`src/rtl/busfe_pkg.sv`:
```
package busfe_pkg;
  typedef enum logic [1:0] {
    ACC_IDLE  = 2'd0,
    ACC_READ  = 2'd1,
    ACC_WRITE = 2'd2
  } acc_e;
endpackage

```
`src/rtl/busfe_sync.sv`:
```
module busfe_sync #(
  parameter int W     = 1,
  parameter int DEPTH = 2
) (
  input  logic         clk,
  input  logic [W-1:0] d,
  output logic [W-1:0] q
);
  logic [W-1:0] stage [DEPTH];

  generate
    for (genvar i = 0; i < DEPTH; i++) begin : g_stage
      if (i == 0) begin : g_first
        always_ff @(posedge clk) stage[0] <= d;
      end else begin : g_next
        always_ff @(posedge clk) stage[i] <= stage[i-1];
      end
    end
  endgenerate

  assign q = stage[DEPTH-1];
endmodule

```
`src/rtl/busfe_addr_latch.sv`:
```
module busfe_addr_latch #(
  parameter int ADDR_W = 16,
  localparam int HI_W  = ADDR_W - 8
) (
  input  logic              clk,
  input  logic              rst,
  input  logic              cfg_mux,
  input  logic              cfg_as_pol,
  input  logic              as_s,
  input  logic [7:0]        ad_s,
  input  logic [7:0]        lo_s,
  input  logic [HI_W-1:0]   hi_s,
  output logic [ADDR_W-1:0] addr
);
  logic              as_on, as_on_q, as_trail;
  logic [ADDR_W-1:0] shadow;

  assign as_on    = (as_s == cfg_as_pol);
  assign as_trail = as_on_q && !as_on;

  always_ff @(posedge clk) begin
    if (rst) begin
      as_on_q <= 1'b0;
      shadow  <= '0;
      addr    <= '0;
    end else begin
      as_on_q <= as_on;
      if (as_on) shadow <= {hi_s, ad_s};
      if (!cfg_mux)      addr <= {hi_s, lo_s};
      else if (as_trail) addr <= shadow;
    end
  end


  addr_hold_chk: assert property (@(posedge clk) disable iff (rst)
    (cfg_mux && !as_trail) |=> $stable(addr));


  addr_reset_chk: assert property (@(posedge clk)
    $past(rst) |-> (addr == '0));
endmodule

```
`src/rtl/busfe_ctrl.sv`:
```
module busfe_ctrl
  import busfe_pkg::*;
(
  input  logic       clk,
  input  logic       rst,
  input  logic       cfg_rw_e,
  input  logic       rd_s,
  input  logic       wr_s,
  input  logic       psen_s,
  input  logic [7:0] ad_s,
  output logic       rd_pulse,
  output logic       wr_pulse,
  output logic [7:0] wdata,
  output logic       data_oe
);
  acc_e       state;
  logic       any_on, is_wr;
  logic [7:0] wshadow;

  always_comb begin
    if (cfg_rw_e) begin
      any_on = rd_s || !psen_s;
      is_wr  = rd_s && !wr_s && psen_s;
    end else begin
      any_on = !rd_s || !wr_s || !psen_s;
      is_wr  = !wr_s && rd_s && psen_s;
    end
  end

  always_ff @(posedge clk) begin
    if (rst) begin
      state    <= ACC_IDLE;
      rd_pulse <= 1'b0;
      wr_pulse <= 1'b0;
      wdata    <= '0;
      wshadow  <= '0;
    end else begin
      rd_pulse <= 1'b0;
      wr_pulse <= 1'b0;
      case (state)
        ACC_IDLE: if (any_on) begin
          if (is_wr) begin
            state   <= ACC_WRITE;
            wshadow <= ad_s;
          end else begin
            state    <= ACC_READ;
            rd_pulse <= 1'b1;
          end
        end
        ACC_READ: if (!any_on) state <= ACC_IDLE;
        ACC_WRITE: begin
          if (any_on) wshadow <= ad_s;
          else begin
            state    <= ACC_IDLE;
            wr_pulse <= 1'b1;
            wdata    <= wshadow;
          end
        end
        default: state <= ACC_IDLE;
      endcase
    end
  end

  assign data_oe = (state == ACC_READ);


  no_both_chk: assert property (@(posedge clk) disable iff (rst)
    !(rd_pulse && wr_pulse));

  rd_once_chk: assert property (@(posedge clk) disable iff (rst)
    rd_pulse |=> !rd_pulse);

  wr_once_chk: assert property (@(posedge clk) disable iff (rst)
    wr_pulse |=> !wr_pulse);

  oe_start_chk: assert property (@(posedge clk) disable iff (rst)
    $rose(data_oe) |-> rd_pulse);

  oe_nowrite_chk: assert property (@(posedge clk) disable iff (rst)
    wr_pulse |-> !data_oe);
endmodule

```
`src/rtl/busfe_top.sv`:
```
module busfe_top #(
  parameter int ADDR_W     = 16,
  parameter int SYNC_DEPTH = 2,
  localparam int HI_W      = ADDR_W - 8,
  localparam int SW        = 4 + 1 + 8 + 8 + HI_W
) (
  input  logic              clk,
  input  logic              rst_pin,
  input  logic              cfg_rst_pol,
  input  logic              cfg_mux,
  input  logic              cfg_as_pol,
  input  logic              cfg_rw_e,
  input  logic              as_pin,
  input  logic              rd_pin,
  input  logic              wr_pin,
  input  logic              psen_n,
  input  logic [7:0]        ad_in,
  input  logic [7:0]        lo_pins,
  input  logic [HI_W-1:0]   hi_pins,
  output logic [ADDR_W-1:0] addr,
  output logic              rd_pulse,
  output logic              wr_pulse,
  output logic [7:0]        wdata,
  output logic              data_oe
);
  logic [SW-1:0]   pins_s;
  logic            rst_s, as_s, rd_s, wr_s, psen_s, rst;
  logic [7:0]      ad_s, lo_s;
  logic [HI_W-1:0] hi_s;

  busfe_sync #(.W(SW), .DEPTH(SYNC_DEPTH)) u_sync (
    .clk (clk),
    .d   ({rst_pin, as_pin, rd_pin, wr_pin, psen_n, ad_in, lo_pins, hi_pins}),
    .q   (pins_s)
  );

  assign {rst_s, as_s, rd_s, wr_s, psen_s, ad_s, lo_s, hi_s} = pins_s;
  assign rst = (rst_s == cfg_rst_pol);

  busfe_addr_latch #(.ADDR_W(ADDR_W)) u_addr (
    .clk        (clk),
    .rst        (rst),
    .cfg_mux    (cfg_mux),
    .cfg_as_pol (cfg_as_pol),
    .as_s       (as_s),
    .ad_s       (ad_s),
    .lo_s       (lo_s),
    .hi_s       (hi_s),
    .addr       (addr)
  );

  busfe_ctrl u_ctrl (
    .clk      (clk),
    .rst      (rst),
    .cfg_rw_e (cfg_rw_e),
    .rd_s     (rd_s),
    .wr_s     (wr_s),
    .psen_s   (psen_s),
    .ad_s     (ad_s),
    .rd_pulse (rd_pulse),
    .wr_pulse (wr_pulse),
    .wdata    (wdata),
    .data_oe  (data_oe)
  );


  outs_reset_chk: assert property (@(posedge clk)
    $past(rst) |-> (!rd_pulse && !wr_pulse && !data_oe && wdata == 8'h00));
endmodule

```
`config.mk`:
```
export PLATFORM = sky130hd
export DESIGN_NAME = busfe_top
export DESIGN_NICKNAME = d
export VERILOG_FILES = /design/src/rtl/busfe_pkg.sv /design/src/rtl/busfe_sync.sv /design/src/rtl/busfe_addr_latch.sv /design/src/rtl/busfe_ctrl.sv /design/src/rtl/busfe_top.sv
export SDC_FILE = /design/constraint.sdc
export NUM_CORES = 1
export LEC_CHECK = 0
export ABC_AREA = 1
export BUFFER_PORTS_ARGS = -buffer_cell sky130_fd_sc_hd__clkbuf_2
export CAP_MARGIN = 5
export CORE_UTILIZATION = 60
export CTS_BUF_LIST = sky130_fd_sc_hd__clkbuf_8
export DETAILED_ROUTE_END_ITERATION = 6
export GPL_TIMING_DRIVEN = 0
export PLACE_DENSITY = 0.83
export SLEW_MARGIN = 20
export SYNTH_ARGS = -nofsm -noshare
export SYNTH_HDL_FRONTEND = slang
export SYNTH_SLANG_ARGS = --single-unit
```
`constraint.sdc`:
```
create_clock -name clk -period 3.6 [get_ports clk]
set_clock_uncertainty 0.15 [all_clocks]
set_input_delay 0.36 -clock clk [delete_from_list [all_inputs] [get_ports clk]]
set_output_delay 0.36 -clock clk [all_outputs]
set_load 0.02 [all_outputs]
```
## Word-level counts from Yosys, hierarchy flattened

Memory sizes are Yosys's and may differ from the RTL's.
Cells that the tools add are included.

| word-level totals | value |
|---|---|
| register bits after elaboration | 53 |
| latch bits | 0 |
| bits in writable memories | 58 |
| memory bits (read-only) | 0 |
| bits of input ports | 34 |
| output and inout port bits | 27 |
| word-level logic and storage cells | 52 |
| memories kept | 1 |

Memories:

| name | words | bits a word | read ports | clocked after memory_dff | wr ports | RTL line | text |
|---|---|---|---|---|---|---|---|
| u_sync.stage | 2 | 29 | 2 | 0 | 2 | busfe_sync.sv:9 | `logic [W-1:0] stage [DEPTH];` |

| cells by class | value |
|---|---|
| $add $sub $neg | 0 |
| multiply operators | 0 |
| div/mod/pow operators | 0 |
| order comparisons | 0 |
| eq/ne operators | 9 |
| shift-type cells | 0 |
| multiplexer cells | 13 |
| bitwise gates (word level) | 3 |
| reduce and logical (&&, ||, !) cells | 18 |

Operators by type and width:

| cell | count |
|---|---|
| 2-to-1 mux 16 bit | 2 |
| 2-to-1 mux 8 bit | 3 |
| one-hot mux 8 bit (2 select lines) | 1 |
| inequality test 2 x 1 -> 1 bit, second input constant | 4 |
| 2-to-1 mux 2 bit | 3 |
| zero test 1 bit | 4 |
| one-hot mux 2 bit (2 select lines) | 1 |
| AND reduction 2 bit | 2 |
| AND reduction 4 bit | 1 |
| OR reduction 2 bit | 2 |
| logical AND 1 bit | 3 |
| logical OR 1 bit | 3 |
| 2-to-1 mux 1 bit | 3 |
| inverter 1 bit | 3 |
| OR reduction 3 bit | 1 |
| == test 1 bit | 2 |
| == test 2 x 1 -> 1 bit, second input constant | 1 |
| == test 2 bit, second input constant | 1 |
| zero test 2 bit | 1 |
| inequality test 2 bit, second input constant | 1 |
| nonzero test 2 bit | 1 |

## Logic depth before layout (Yosys ltp)

Gate-level depths: netlist of the first run.

| logic depth | value |
|---|---|
| depth after elaboration | 6 |
| mapped depth | 8 |

## Hierarchy

A second synthesis of the first run with hierarchy kept.

| unflattened totals | value |
|---|---|
| cells, all modules | 445 |
| area, all modules | 3860.0 um^2 |

By module, submodules not included:

| module | times used | cells an instance | area an instance (um^2) | sequential area each (um^2) |
|---|---|---|---|---|
| busfe_addr_latch | 1 | 235 | 1587.8 | 660.6 |
| busfe_sync | 1 | 87 | 1378.8 | 1161.1 |
| busfe_ctrl | 1 | 118 | 874.6 | 400.4 |
| busfe_top | 1 | 5 | 18.8 | 0.0 |

## Least setup slack after synthesis of the first run

No wires, ideal clock.

| timing | value |
|---|---|
| path type | register to register |
| start point | register u_ctrl.state[0] |
| end point | register u_ctrl.wshadow[0] |
| library setup time | 113 ps |
| arrival time | 1155 ps |
| required time | 3337 ps |
| setup slack | 2182 ps |
| cell stages (with the launch flop) | 9 |
| period minus slack after synthesis | 1418 ps |
| path through | dfxtp_1 inv_1 ha_1 inv_1 nand2_2 nand2_1 nor2_4 nor2_1 nor2_1 |

| on the way | value |
|---|---|
| cells in the longest elaborated chain, start to end | 3 |
| elaborated cells between the ends (all ways) | 8 |
| classes of those cells | eq/ne: 4; mux: 1; reduce/logical: 3 |

RTL lines:

| element | RTL line | text |
|---|---|---|
| start, declared | busfe_ctrl.sv:16 | `acc_e state;` |
| start signal, assigned | busfe_ctrl.sv:32 | `state <= ACC_IDLE;` |
| start signal, assigned | busfe_ctrl.sv:43 | `state <= ACC_WRITE;` |
| start signal, assigned | busfe_ctrl.sv:46 | `state <= ACC_READ;` |
| == test 2 bit or zero test 2 bit (tied branches) | busfe_ctrl.sv:40 | `case (state)` |
| inequality test 2 x 1 -> 1 bit (no line) or nonzero test 2 bit (tied branches) | - |  |
| AND reduction 4 bit (no line) | - |  |
| end signal, assigned | busfe_ctrl.sv:44 | `wshadow <= ad_s;` |
| end signal, assigned | busfe_ctrl.sv:52 | `if (any_on) wshadow <= ad_s;` |
| end, declared | busfe_ctrl.sv:18 | `logic [7:0] wshadow;` |

Parallel ways exist; a longest one is shown, timed or not.
A chain may end at the register's enable or synchronous reset.

## Final worst setup path of the first run

| timing | value |
|---|---|
| start point | register u_ctrl.state[1] |
| end point | output data_oe |

| on the way | value |
|---|---|
| cells in the longest elaborated chain, start to end | 1 |

RTL lines:

| element | RTL line | text |
|---|---|---|
| == test 2 x 1 -> 1 bit | busfe_ctrl.sv:64 | `assign data_oe = (state == ACC_READ);` |
| end, declared | busfe_top.sv:24 | `output logic data_oe` |

No other way between the ends.

==> flow_summary.ini, run 1 <==
[run_status]
status = finished, final reports clean

[yosys]
ys_seq_area_share_pct = 60.3
synth-seq-cells = 111
synth.distinct_cells = 27
synth_area_sq_um = 3680
synth_cells = 416
ys_warn_count = 0
syn_area_per_cell_sq_um = 8.85
synth_nets = 453

[final_layout]
syn2layout_area_growth_pct = 23.7
insertedDiodeCount = 0
final_common_cell = dfxtp_1
drive_gt1_share_pct = 20.2
fillCellCount = 443
final_nets = 552
register_area_sq_um = 2220
multiInputGateArea_sq_um = 1120
final_cell_mix = 111 x dfxtp_1, 72 x nand2_1, 60 x clkbuf_2, 58 x inv_1, 40 x nor2_1

[global_route]
grt-ovfl-total = 0
grt_pass1_vias = 2665
antenna_found_initial = 0
grt_pass1_wl_um = 11900
grt_use_total_pct = 24.7
grt_start_max_net_pins = 19

[setup_path]
startpoint_type = register
reg2reg_slack_ns = 1.98
critPathRequiredTime_ns = 3.09
crit_fanout = 3
crit_chain = inv_1 > ha_1 > clkbuf_2
endpoint_kind = output port
slowest_delay_ns = 0.36
arrival_ns = 1.13
slowest_stage = dfxtp_1
critical_path_class = register to output port

[run]
drv_cap = 0

[sta]
tightest_slew_ns = 0.439
fin_tns_setup_ns = 0
final-setup-viol-count = 0
rsz0062_at_grt = no
fmax_ghz = 0.611
slew_headroom_pct = 70.8
whs_ns = 0.178
fin_ws_ns = 1.96
finalCritPeriodShare_pct = 45.5
layout_min_cycle_time_ns = 1.64
drv_slew = 0
final_hold_viol_count = 0

[cts]
root_buffer = clkbuf_8
cts_tree = yes
clockBufferDepth = 2
clk_pin_slew_worst_paths_ns = 0.10
cts.repair.resized = 0
postCtsSetupBuffers = 0
clock_sinks = 111
numCtsBuffers = 9
clk_latency_ns = 0.37
htreeDepth = 3

[drt]
wire_per_inst_um = 12.2
initialDrtViolationCount = 158
viasPerCell = 4.82
final_antenna_net_count = 0
first_pass_iters = 4
routed_wl_um = 7270
vias = 2866
route.detailed.drc = 0

[floorplanning]
die_h_um = 80.4
core_sq_um = 5920
rows = 28
die_w_um = 80.4
dieArea_sq_um = 6460
pin_count = 61
initial_utilization_pct = 62.2

[place]
place_congestion = 0.845
io_buffers = 59
post-place-ws_ns = 1.96
hpwl_um = 4710

[pwr]
peakVddDrop_mv = 0.446
p_leak_nw = 2.20
p_per_area_nw_per_um2 = 615

[hold_path]
hp-class = input port to register
[power breakdown]
part,leakage (nW),switching [mW],internal [mW],total [mW]
clock network,0.0972,0.411,0.324,0.735
logic,1.18,0.389,0.236,0.625
registers,0.927,0.0685,1.38,1.44
[final timing paths]
check,startpoint,endpoint,depth (start not counted)
worst max register to register,u_ctrl.state[0],u_ctrl.wshadow[1],8
worst min register to register,u_sync.stage[0][28],u_sync.stage[0][57],0
worst max-delay path,u_ctrl.state[1],data_oe,3
worst min-delay path,cfg_as_pol,u_addr.as_on_q,3
[metrics by stage]
| stage | power [mW] | util (%) | cells | area [sq um] |
|---|---|---|---|---|
| 2_1_floorplan | 1.91 | - | 416 | 3680 |
| 3_3_place_gp | 2.04 | 68.8 | 550 | 4070 |
| 3_5_place_dp | 2.06 | 68.8 | 550 | 4070 |
| 4_1_cts | 2.81 | 77.0 | 594 | 4560 |
| 5_1_grt | 2.97 | 77.0 | 594 | 4560 |
| 6_report | 2.80 | 77.0 | 594 | 4560 |
[worst max-delay path, delay by kind of cell, from the launching register on]
kind       cells  cell delay, ns
fa+ha+maj      1            0.18
buf+inv        2            0.22
flops          1            0.36
[flip-flops by register name, summed over array words and instances, names as in the netlist]
| signal | flops |
|---|---|
| u_addr.addr | 16 |
| u_addr.as_on_q | 1 |
| u_addr.shadow | 16 |
| u_ctrl.rd_pulse | 1 |
| u_ctrl.state | 2 |
| u_ctrl.wdata | 8 |
| u_ctrl.wr_pulse | 1 |
| u_ctrl.wshadow | 8 |
| u_sync.stage | 58 |
[layout make-up]
| type | count | share of cell area, % |
|---|---|---|
| clock inverters | 6 | 1.56 |
| clock buffers | 9 | 2.72 |
| flip-flops and latches | 111 | 48.8 |
| plain buffers | 20 | 2.42 |
| well taps | 75 | 2.06 |
| multi-input cells | 225 | 24.7 |
| inverters | 60 | 5.00 |
| repair buffers | 88 | 12.8 |
[what timing repair did]
| action | CTS | global route |
|---|---|---|
| endpoints found under the hold margin | 29 | 0 |
| hold buffers | 29 | 0 |
| setup endpoints to repair | 0 | 0 |
[cell usage after synthesis]
cell type | instances | area [sq um]
nand4_1 | 9 | 56.3
ha_1 | 3 | 37.5
buf_1 | 2 | 7.51
inv_4 | 1 | 6.26
clkbuf_2 | 1 | 5.00
nor2_2 | 5 | 31.3
nor2_1 | 40 | 150
a21oi_1 | 32 | 160
buf_2 | 12 | 60.1
inv_1 | 58 | 218
nor2_4 | 1 | 11.3
xnor2_2 | 1 | 16.3
a21oi_4 | 1 | 16.3
buf_6 | 2 | 22.5
nand2_4 | 1 | 11.3
nand2_2 | 3 | 18.8
nand2_1 | 72 | 270
clkbuf_1 | 2 | 7.51
nand3_1 | 5 | 25.0
nor3_1 | 1 | 5.00
xor2_1 | 1 | 8.76
o21ai_0 | 33 | 165
nand3b_1 | 16 | 120
dfxtp_1 | 111 | 2220
buf_4 | 1 | 7.51
inv_2 | 1 | 3.75
nor2_8 | 1 | 20.0
[cell families after synthesis]
logic type	after synthesis	share of synthesized area (%)
adders and majority gates	3	1.02
and+or+nand+nor	154	19.5
xor gates and xnor gates	2	0.680
buffers and inverters	80	9.17
DFF	111	60.3
AOI/OAI and AO/OA	66	9.27
[per-layer routing]
layer  routed length (um)  global-route usage, %
met1                 3140                   30.5
met2                 3530                   41.5
met5                    0                      0
met3                  409                   4.43
met4                  192                   11.8
Note: power is estimated with default switching activity, not from simulation.
==> run 2, diff against run 1 <==
Settings changed: CORE_UTILIZATION 60 to 52, PLACE_DENSITY 0.83 to 0.76.
Clock period 3.6 ns to 1.4 ns, I/O delays scaled along.
==> run 2 against run 1 <==
  * The flow now finishes with violations (negative hold slack)
  * Critical path depth is the same
  * Clock power grew to 2.5 times the previous value
  * Largest cell class unchanged
  * Register-to-register slack got worse by 2.0 ns
  * Via count shrank 1.2%
  * Largest power group unchanged
  * Worst hold slack worse by 0.18 ns
==> flow_summary.ini, run 2 (synthesis results as in run 1) <==
[run_status]
status = finished with violations
violations = negative hold slack

[global_route]
antenna_found_initial = 0
grt_use_total_pct = 19.8
grt_start_max_net_pins = 21
grt-ovfl-total = 0
grt_pass1_wl_um = 11400
grt_pass1_vias = 2544

[cts]
root_buffer = clkbuf_8
clockBufferDepth = 2
htreeDepth = 3
clk_pin_slew_worst_paths_ns = 0.10
clk_latency_ns = 0.37
postCtsHoldBufs = 29
cts_tree = yes
clock_sinks = 111
numCtsBuffers = 9

[final_layout]
insertedDiodeCount = 0
fin_area_sq_um = 4830
final_cell_mix = 106 x dfxtp_1, 70 x nand2_1, 58 x clkbuf_2, 53 x inv_1, 39 x nor2_1
syn2layout_area_growth_pct = 31.0
final_nets = 559
top_register = u_sync.stage
drive_gt1_share_pct = 26.2
largest_reg_flops = 58
multiInputGateArea_sq_um = 1250
largestRegisters = u_sync.stage x58, u_addr.addr x16, u_addr.shadow x16
final_common_cell = dfxtp_1
register_area_sq_um = 2240
fillCellCount = 527

[floorplanning]
core_sq_um = 6830
die_h_um = 86.2
rows = 30
pin_count = 61
dieArea_sq_um = 7420
initial_utilization_pct = 53.9
die_w_um = 86.2

[run]
drv_cap = 0

[drt]
first_pass_iters = 4
routed_wl_um = 7020
route.detailed.drc = 0
initialDrtViolationCount = 153
wl_met2_um = 3290
vias = 2832
wl_met1_um = 3270
wl_met3_um = 308
dr.max_layer_used = met4
wire_per_inst_um = 11.3
final_antenna_net_count = 0
viasPerCell = 4.55

[sta]
finalCritPeriodShare_pct = 99.3
layout_min_cycle_time_ns = 1.39
fin_ws_ns = 0.00933
tightest_slew_ns = 0.601
drv_slew = 0
slew_headroom_pct = 59.9
final_hold_viol_count = 1
rsz0062_at_grt = yes
final-setup-viol-count = 0
whs_ns = -0.00543
fmax_ghz = 0.719

[setup_path]
endpoint_kind = output port
slowest_delay_ns = 0.39
crit_chain = inv_4 > ha_1 > buf_6
critical_path_class = register to output port
slowest_stage = dfxtp_4
critPathRequiredTime_ns = 1.11
arrival_ns = 1.10
startpoint_type = register
crit_fanout = 3

[hold_path]
hp-class = input port to register

[pwr]
p_per_area_nw_per_um2 = 1580
finalPower_mw = 7.64
p_leak_nw = 2.28
peakVddDrop_mv = 1.14

[place]
place_area_sq_um = 4100
hpwl_um = 4530
post-place-ws_ns = -0.126
io_buffers = 59
place_congestion = 0.855
[run 2: cell types whose count changed in the layout (fill, tap and decap cells not counted), sizes merged]
cell | before | now
inv | 61 | 63
nor2 | 47 | 48
buf | 17 | 23
bufinv | 1 | 0
clkinvlp | 1 | 0
clkbuf | 71 | 72
[run 2: repair_timing]
action,CTS,global route
cloned,0,1
endpoints found under the setup margin,39,49
buffers inserted,2,4
pin swaps,3,11
endpoints found under the hold margin,31,1
gates resized for setup,10,55
[run 2: power by group]
group | switching (mW) | leakage, nW | internal [mW]
registers | 0.201 | 0.929 | 3.55
clock network | 1.11 | 0.102 | 0.743
logic | 1.16 | 1.25 | 0.875
[run 2: path summary, 6_finish.rpt]
check | slack [ns] | from | endpoint | cells after the start
worst min-delay path | -0.005 | cfg_rst_pol | u_addr.as_on_q | 3
worst min register to register | 0.18 | u_sync.stage[0][20] | u_sync.stage[0][49] | 0
worst max-delay path | 0.009 | u_ctrl.state[1] | data_oe | 3
worst max register to register | 0.02 | u_ctrl.state[0] | u_ctrl.wshadow[3] | 8
[run 2: final cells by class]
type / instances / area share (%)
inverters: 60 / 4.98
clock inverters: 6 / 1.30
plain buffers: 20 / 2.72
flip-flops and latches: 111 / 46.4
multi-input cells: 226 / 25.8
repair buffers: 94 / 13.5
well taps: 96 / 2.49
clock buffers: 10 / 2.85
[run 2: worst max-delay path: cells and delay by family, from the launching register on]
| kind | cells | cell delay (ns) |
|---|---|---|
| fa+ha+maj | 1 | 0.18 |
| buf+inv | 2 | 0.17 |
| flops | 1 | 0.39 |
[run 2: routing by layer]
layer  track usage, %  vias up
li1                 -     1502
met1             26.0     1242
met2             32.1       74
met3             4.52       14
met4             7.27        0
met5                0        -
[run 2: per-stage QoR]
stage	util [%]	setup TNS [ns]	std cells	hold slack, ns
3_5_place_dp	60.0	-2.34	571	0.0939
4_1_cts	68.1	0	618	-0.0129
2_1_floorplan	-	0	416	0.0177
6_report	70.6	0	623	-0.00543
5_1_grt	70.6	-0.349	623	-0.00612
3_3_place_gp	60.0	-1.77	571	0.0922
